[config.mk]
export PLATFORM = sky130hd
export DESIGN_NAME = strobed_io_port
export DESIGN_NICKNAME = d
export VERILOG_FILES = /design/src/rtl/strobed_io_pkg.sv /design/src/rtl/io_sel_decode.sv /design/src/rtl/io_in_latch.sv /design/src/rtl/io_out_latch.sv /design/src/rtl/strobed_io_port.sv
export SDC_FILE = /design/constraint.sdc
export NUM_CORES = 1
export LEC_CHECK = 0
export BUFFER_PORTS_ARGS = -buffer_cell sky130_fd_sc_hd__buf_4
export CAP_MARGIN = 20
export CORE_UTILIZATION = 40
export CTS_CLUSTER_SIZE = 12
export DETAILED_ROUTE_END_ITERATION = 8
export GPL_TIMING_DRIVEN = 0
export PLACE_DENSITY = 0.74
export SYNTH_ARGS = -nofsm -noshare
export SYNTH_HDL_FRONTEND = slang
export SYNTH_HIERARCHICAL = 1
export SYNTH_SLANG_ARGS = --single-unit
[constraint.sdc]
create_clock -name clk_i -period 2.9 [get_ports clk_i]
set_input_delay 0.435 -clock clk_i [delete_from_list [all_inputs] [get_ports clk_i]]
set_output_delay 0.435 -clock clk_i [all_outputs]
set_load 0.01 [all_outputs]
[src/rtl/strobed_io_pkg.sv]
package strobed_io_pkg;
  typedef enum logic {
    PORT_OUT = 1'b0,
    PORT_IN  = 1'b1
  } port_mode_e;
endpackage

[src/rtl/io_sel_decode.sv]
module io_sel_decode
  import strobed_io_pkg::*;
(
  input  logic mode_i,
  input  logic addr_sel_i,
  input  logic cmd_sel_i,
  input  logic mem_rd_i,
  input  logic tpb_i,
  output logic rd_sel_o,
  output logic wr_stb_o
);
  logic both_sel;

  assign both_sel = addr_sel_i & cmd_sel_i;
  // read path: port drives bus while memory is not reading
  assign rd_sel_o = both_sel & ~mem_rd_i & (port_mode_e'(mode_i) == PORT_IN);
  // write path: bus holds memory data, taken on the timing pulse
  assign wr_stb_o = both_sel & mem_rd_i & tpb_i & (port_mode_e'(mode_i) == PORT_OUT);
endmodule

[src/rtl/io_in_latch.sv]
module io_in_latch #(
  parameter int W = 8
) (
  input  logic         clk_i,
  input  logic         rst_ni,
  input  logic         en_i,
  input  logic         stb_i,
  input  logic [W-1:0] d_i,
  input  logic         rd_i,
  output logic [W-1:0] q_o,
  output logic         srq_o
);
  logic         stb_q;
  logic         cap;
  logic [W-1:0] data_q;
  logic         srq_q;

  assign cap = en_i & stb_i & ~stb_q;

  always_ff @(posedge clk_i or negedge rst_ni) begin
    if (!rst_ni) begin
      stb_q  <= 1'b0;
      data_q <= '0;
      srq_q  <= 1'b0;
    end else begin
      stb_q <= stb_i;
      if (cap) data_q <= d_i;
      if (cap)       srq_q <= 1'b1;
      else if (rd_i) srq_q <= 1'b0;
    end
  end

  assign q_o   = data_q;
  assign srq_o = srq_q;

  AST_CAP_LOADS: assert property (@(posedge clk_i) disable iff (!rst_ni)
    cap |=> (data_q == $past(d_i)) && srq_q);
  AST_NO_CAP_HOLD: assert property (@(posedge clk_i) disable iff (!rst_ni)
    !cap |=> $stable(data_q));
  AST_SRQ_CLEAR: assert property (@(posedge clk_i) disable iff (!rst_ni)
    (rd_i && !cap) |=> !srq_q);
  AST_HELD_STB: assert property (@(posedge clk_i) disable iff (!rst_ni)
    (stb_i && stb_q) |=> $stable(data_q));
endmodule

[src/rtl/io_out_latch.sv]
module io_out_latch #(
  parameter int W = 8
) (
  input  logic         clk_i,
  input  logic         rst_ni,
  input  logic         stb_i,
  input  logic [W-1:0] d_i,
  output logic [W-1:0] q_o
);
  logic [W-1:0] data_q;

  always_ff @(posedge clk_i or negedge rst_ni) begin
    if (!rst_ni)    data_q <= '0;
    else if (stb_i) data_q <= d_i;
  end

  assign q_o = data_q;

  AST_OUT_LOAD: assert property (@(posedge clk_i) disable iff (!rst_ni)
    stb_i |=> data_q == $past(d_i));
  AST_OUT_HOLD: assert property (@(posedge clk_i) disable iff (!rst_ni)
    !stb_i |=> $stable(data_q));
endmodule

[src/rtl/strobed_io_port.sv]
module strobed_io_port
  import strobed_io_pkg::*;
#(
  parameter int DATA_W = 8
) (
  input  logic              clk_i,
  input  logic              rst_ni,
  input  logic              mode_i,
  input  logic              in_en_i,
  input  logic              out_en_i,
  input  logic              addr_sel_i,
  input  logic              cmd_sel_i,
  input  logic              mem_rd_i,
  input  logic              tpb_i,
  input  logic              stb_i,
  input  logic [DATA_W-1:0] bus_d_i,
  output logic [DATA_W-1:0] bus_d_o,
  output logic              bus_oe_o,
  input  logic [DATA_W-1:0] pad_d_i,
  output logic [DATA_W-1:0] pad_d_o,
  output logic              pad_oe_o,
  output logic              srq_o
);
  logic              rd_sel;
  logic              wr_stb;
  logic              in_mode;
  logic [DATA_W-1:0] in_q;

  assign in_mode = (port_mode_e'(mode_i) == PORT_IN);

  io_sel_decode u_dec (
    .mode_i    (mode_i),
    .addr_sel_i(addr_sel_i),
    .cmd_sel_i (cmd_sel_i),
    .mem_rd_i  (mem_rd_i),
    .tpb_i     (tpb_i),
    .rd_sel_o  (rd_sel),
    .wr_stb_o  (wr_stb)
  );

  io_in_latch #(.W(DATA_W)) u_in (
    .clk_i (clk_i),
    .rst_ni(rst_ni),
    .en_i  (in_mode & in_en_i),
    .stb_i (stb_i),
    .d_i   (pad_d_i),
    .rd_i  (rd_sel),
    .q_o   (in_q),
    .srq_o (srq_o)
  );

  io_out_latch #(.W(DATA_W)) u_out (
    .clk_i (clk_i),
    .rst_ni(rst_ni),
    .stb_i (wr_stb),
    .d_i   (bus_d_i),
    .q_o   (pad_d_o)
  );

  assign bus_oe_o = rd_sel;
  assign bus_d_o  = rd_sel ? in_q : '0;
  assign pad_oe_o = ~in_mode & out_en_i;

  AST_IN_MODE_PAD_KEEP: assert property (@(posedge clk_i) disable iff (!rst_ni)
    mode_i |=> $stable(pad_d_o));
  AST_OUT_MODE_SRQ_KEEP: assert property (@(posedge clk_i) disable iff (!rst_ni)
    (!mode_i && !srq_o) |=> !srq_o);
  AST_BUS_QUIET: assert property (@(posedge clk_i) disable iff (!rst_ni)
    !(addr_sel_i && cmd_sel_i) |-> !bus_oe_o);
endmodule

-- Word level (Yosys, flattened, before mapping)
Cells that the tools add are included.
- register bits after elaboration: 18
- input bits: 26
- muxes and demuxes: 3
- bitwise gates (word level): 13
- reduce and logical (&&, ||, !) cells: 1
- operators by type and width (operator ; number):
    AND 1 bit ; 10
    2-to-1 mux 8 bit ; 1
    inverter 1 bit ; 3
    2-to-1 mux 1 bit ; 2
    nonzero test 2 bit ; 1

-- Depth between registers and ports, before layout
- word-level depth: 5
- depth in mapped cells: 4
- mapped depth without buffers: 3

-- Hierarchy
Netlist, hierarchy kept.
- modules (own cells, without submodules) (module ; times used ; cells each ; area an instance (um^2) ; seq. area each (um^2)):
    io_in_latch ; 1 ; 21 ; 369.1 ; 250.2
    io_out_latch ; 1 ; 17 ; 331.6 ; 200.2
    strobed_io_port ; 1 ; 10 ; 62.6 ; 0.0
    io_sel_decode ; 1 ; 3 ; 20.0 ; 0.0

-- Least setup slack after synthesis
No wires, ideal clock.
- path type: input -> output
- start: input port mem_rd_i
- end: output port bus_d_o[0]
- arrival time: 1019 ps
- path slack: 1446 ps
- cell stages on the path: 2
- buffers on the path: 0
- cells stage by stage: and4b_1 -> and2_1
- cells in the longest elaborated chain, start to end: 4
- RTL lines (element ; line ; source):
    start, declared ; strobed_io_port.sv:13 ; input logic mem_rd_i,
    inverter 1 bit ; io_sel_decode.sv:16 ; assign rd_sel_o = both_sel & ~mem_rd_i & (port_mode_e'(mode_i) == PORT_IN);
    AND 1 bit (2 in series) ; io_sel_decode.sv:16 ;
    2-to-1 mux 8 bit ; strobed_io_port.sv:61 ; assign bus_d_o = rd_sel ? in_q : '0;
    end, declared ; strobed_io_port.sv:17 ; output logic [DATA_W-1:0] bus_d_o,
No other way between the ends.

-- Worst setup path in the final report
- start: input port mem_rd_i
- end: output port bus_d_o[2]
Same word-level chain as after synthesis.

==> reports/qor.yml <==
final_area_mm2: 0.00118
timing.final.crit_share_pct: 58.5
setup_violations: 0
combPwrFrac_pct: 28.2
final_net_count: 127
post_drt_wl_per_cell_um: 12.9
grt_max_degree: 19
layout_common_cells: "44 x buf_4, 18 x dfrtp_1, 9 x and2_1"
tritoncts: "built"
start_kind: "input port"
dpl_cell_area_mm2: 0.00114
die_y_um: 46.3
seq_area_frac_synth_pct: 57.5
yosys_warnings: 6
via_per_inst: 4.52
placement_rows: 15
ys_types: 12
hold_class: "in2reg"
grt_pass1_vias: 505
dr.first_iter.drc_count: 0
p_sw_w: 0.000154
total_leakage_power_nw: 0.612
die_area_mm2: 0.00214
vias: 561
wl_um: 1600
report.final.slew_viol_count: 0
post-route-min-period_ns: 1.70
crit_path_start: "mem_rd_i"
fin_cells: 124
setup_ws_ns: 1.20
p_per_area_mw_per_mm2: 530
port_buffers: 44
first_pass_iters: 1
finalHoldViolations: 0
synth_top_area_share_pct: 57.5
cts_root_buffer: "clkbuf_4"
avgSynthCellArea_um2: 15.4
drive_above_1_share_pct: 65.7
ir_drop_v: 0.000357
criticalPathCategory: "in2out"
timing_worst_slew_pin_value_ns: 0.291
path_max_fanout: 10
seqPwrFrac_pct: 53.0
fmaxAchievable_ghz: 0.590
clock_path_buffers: 2
pin_count: 45
dpl_worst_slack_ns: 1.19
cts_buffers: 3
die_w_um: 46.3
clockPowerShare_pct: 18.8
core_area_mm2: 0.00178
synth_area_leader_cell: "dfrtp_1"
required_ns: 2.47
ys_seq_elements: 18
cts.sinks: 18
final_core_util_pct: 66.0
remaining_drc_errors: 0
synth_area_leaders: "dfrtp_1 58%, mux2_4 15%, mux2_2 12%"
insertion_delay_ns: 0.28
grtUsageTotal_pct: 16.0
diodes: 0
synthCells: 51
gp_congestion: 0.691
worstPathArrival_ns: 1.26
grt_pass1_wl_um: 2260
place_inst: 120
rr_startpoint: "u_in/stb_q$_DFF_PN0_"
initial_core_util_pct: 43.9
gr-total-overflow: 0
rsz0062_at_grt: "no"
p_int_w: 0.000470
max_slew_margin_pct: 80.6
syn_to_final_growth_pct: 50.3
ant_nets: 0
sw_frac_of_total_pct: 24.7
holdCritStartpoint: "stb_i"
status: "completed"
netlist_area_um2: 783
antenna_found_initial: 0
end_kind: "primary output"
finalClockSkew_ns: 0.00902
final_common_cell: "buf_4"
finalSetupTns_ns: 0
htreeDepth: 1
clk_pin_slew_ns: 0.10
cap_violations: 0
syn-num-nets: 77
## worst max-delay path, cell delays in order
cell and delay, ns:
buf_4 0.11, and4b_1 0.41, and2_1 0.18, buf_4 0.12
## through the flow
step                power (W)  hold WS, ns
finish               0.000624        0.279
CTS                  0.000633        0.276
global route         0.000659        0.264
global placement     0.000505        0.315
floorplan            0.000415        0.139
detailed placement   0.000513        0.314
## sequential cells by signal, summed over array words and instances, names as in the netlist
register    flops
u_in/q_o        8
u_out/q_o       8
u_in/stb_q      1
u_in/srq_o      1
## Yosys cell counts
library cell and number:
nor2b_1 1, mux2_2 8, nand3b_4 1, mux2_4 8, inv_1 1, and2_1 9
o21ai_0 1, and4b_1 1, nor2_1 1, buf_6 1, nand4_1 1, dfrtp_1 18
## final timing paths
| kind | endpoint | slack, ns | depth (start not counted) |
|---|---|---|---|
| setup / recovery | bus_d_o[2] | 1.20 | 4 |
| min in group asynchronous | u_in/q_o[1]$_DFFE_PN0P_ | 0.55 | 2 |
| hold / removal | u_in/stb_q$_DFF_PN0_ | 0.28 | 1 |
| hold reg to reg | u_in/q_o[4]$_DFFE_PN0P_ | 0.51 | 1 |
| max in group asynchronous | u_out/q_o[2]$_DFFE_PN0P_ | 2.16 | 2 |
| setup reg to reg | u_in/q_o[3]$_DFFE_PN0P_ | 1.89 | 2 |
## layout make-up
cell class                      count  area (um^2)
Buffer                              1         11.3
Inverter                            1         3.75
Timing Repair Buffer               45          340
Sequential cell                    18          450
Clock buffer                        3         22.5
Multi-Input combinational cell     31          318
Tap cell                           25         31.3
Fill cell                         142          606
## cells by family (layout without fill, tap and decap cells)
group / Yosys count / in the layout / synth area share [%]
flip-flops: 18 / 18 / 57.5
multiplexers: 16 / 16 / 26.8
buffers and inverters: 2 / 50 / 1.92
AND/OR/NAND/NOR: 14 / 14 / 13.1
AO/OA/AOI/OAI: 1 / 1 / 0.638
## repair_timing
action	4_1_cts	5_1_grt
endpoints found under the hold margin	9	0
setup buffers	0	0
resized for setup	0	0
setup endpoints to repair	0	0
hold buffers	1	0
## per-layer routing
layer	global-route usage, %	routed length, um	share of wire [%]	vias to the layer above
met5	0	0	0	-
met4	7.06	29	1.8	0
met3	5.10	76	4.8	4
met2	28.2	854	53	19
met1	17.3	636	40	267
li1	-	-	-	271
## power by group through the flow
stage | Combinational [W] | Sequential (W) | Clock [W]
after global routing | 0.000189 | 0.000336 | 0.000133
after global placement | 0.000173 | 0.000332 | 0
final | 0.000176 | 0.000330 | 0.000117
after detailed placement | 0.000177 | 0.000336 | 0
after floorplan | 0.0000705 | 0.000345 | 0
after CTS | 0.000179 | 0.000332 | 0.000123
Note: power is estimated with default switching activity, not from simulation.
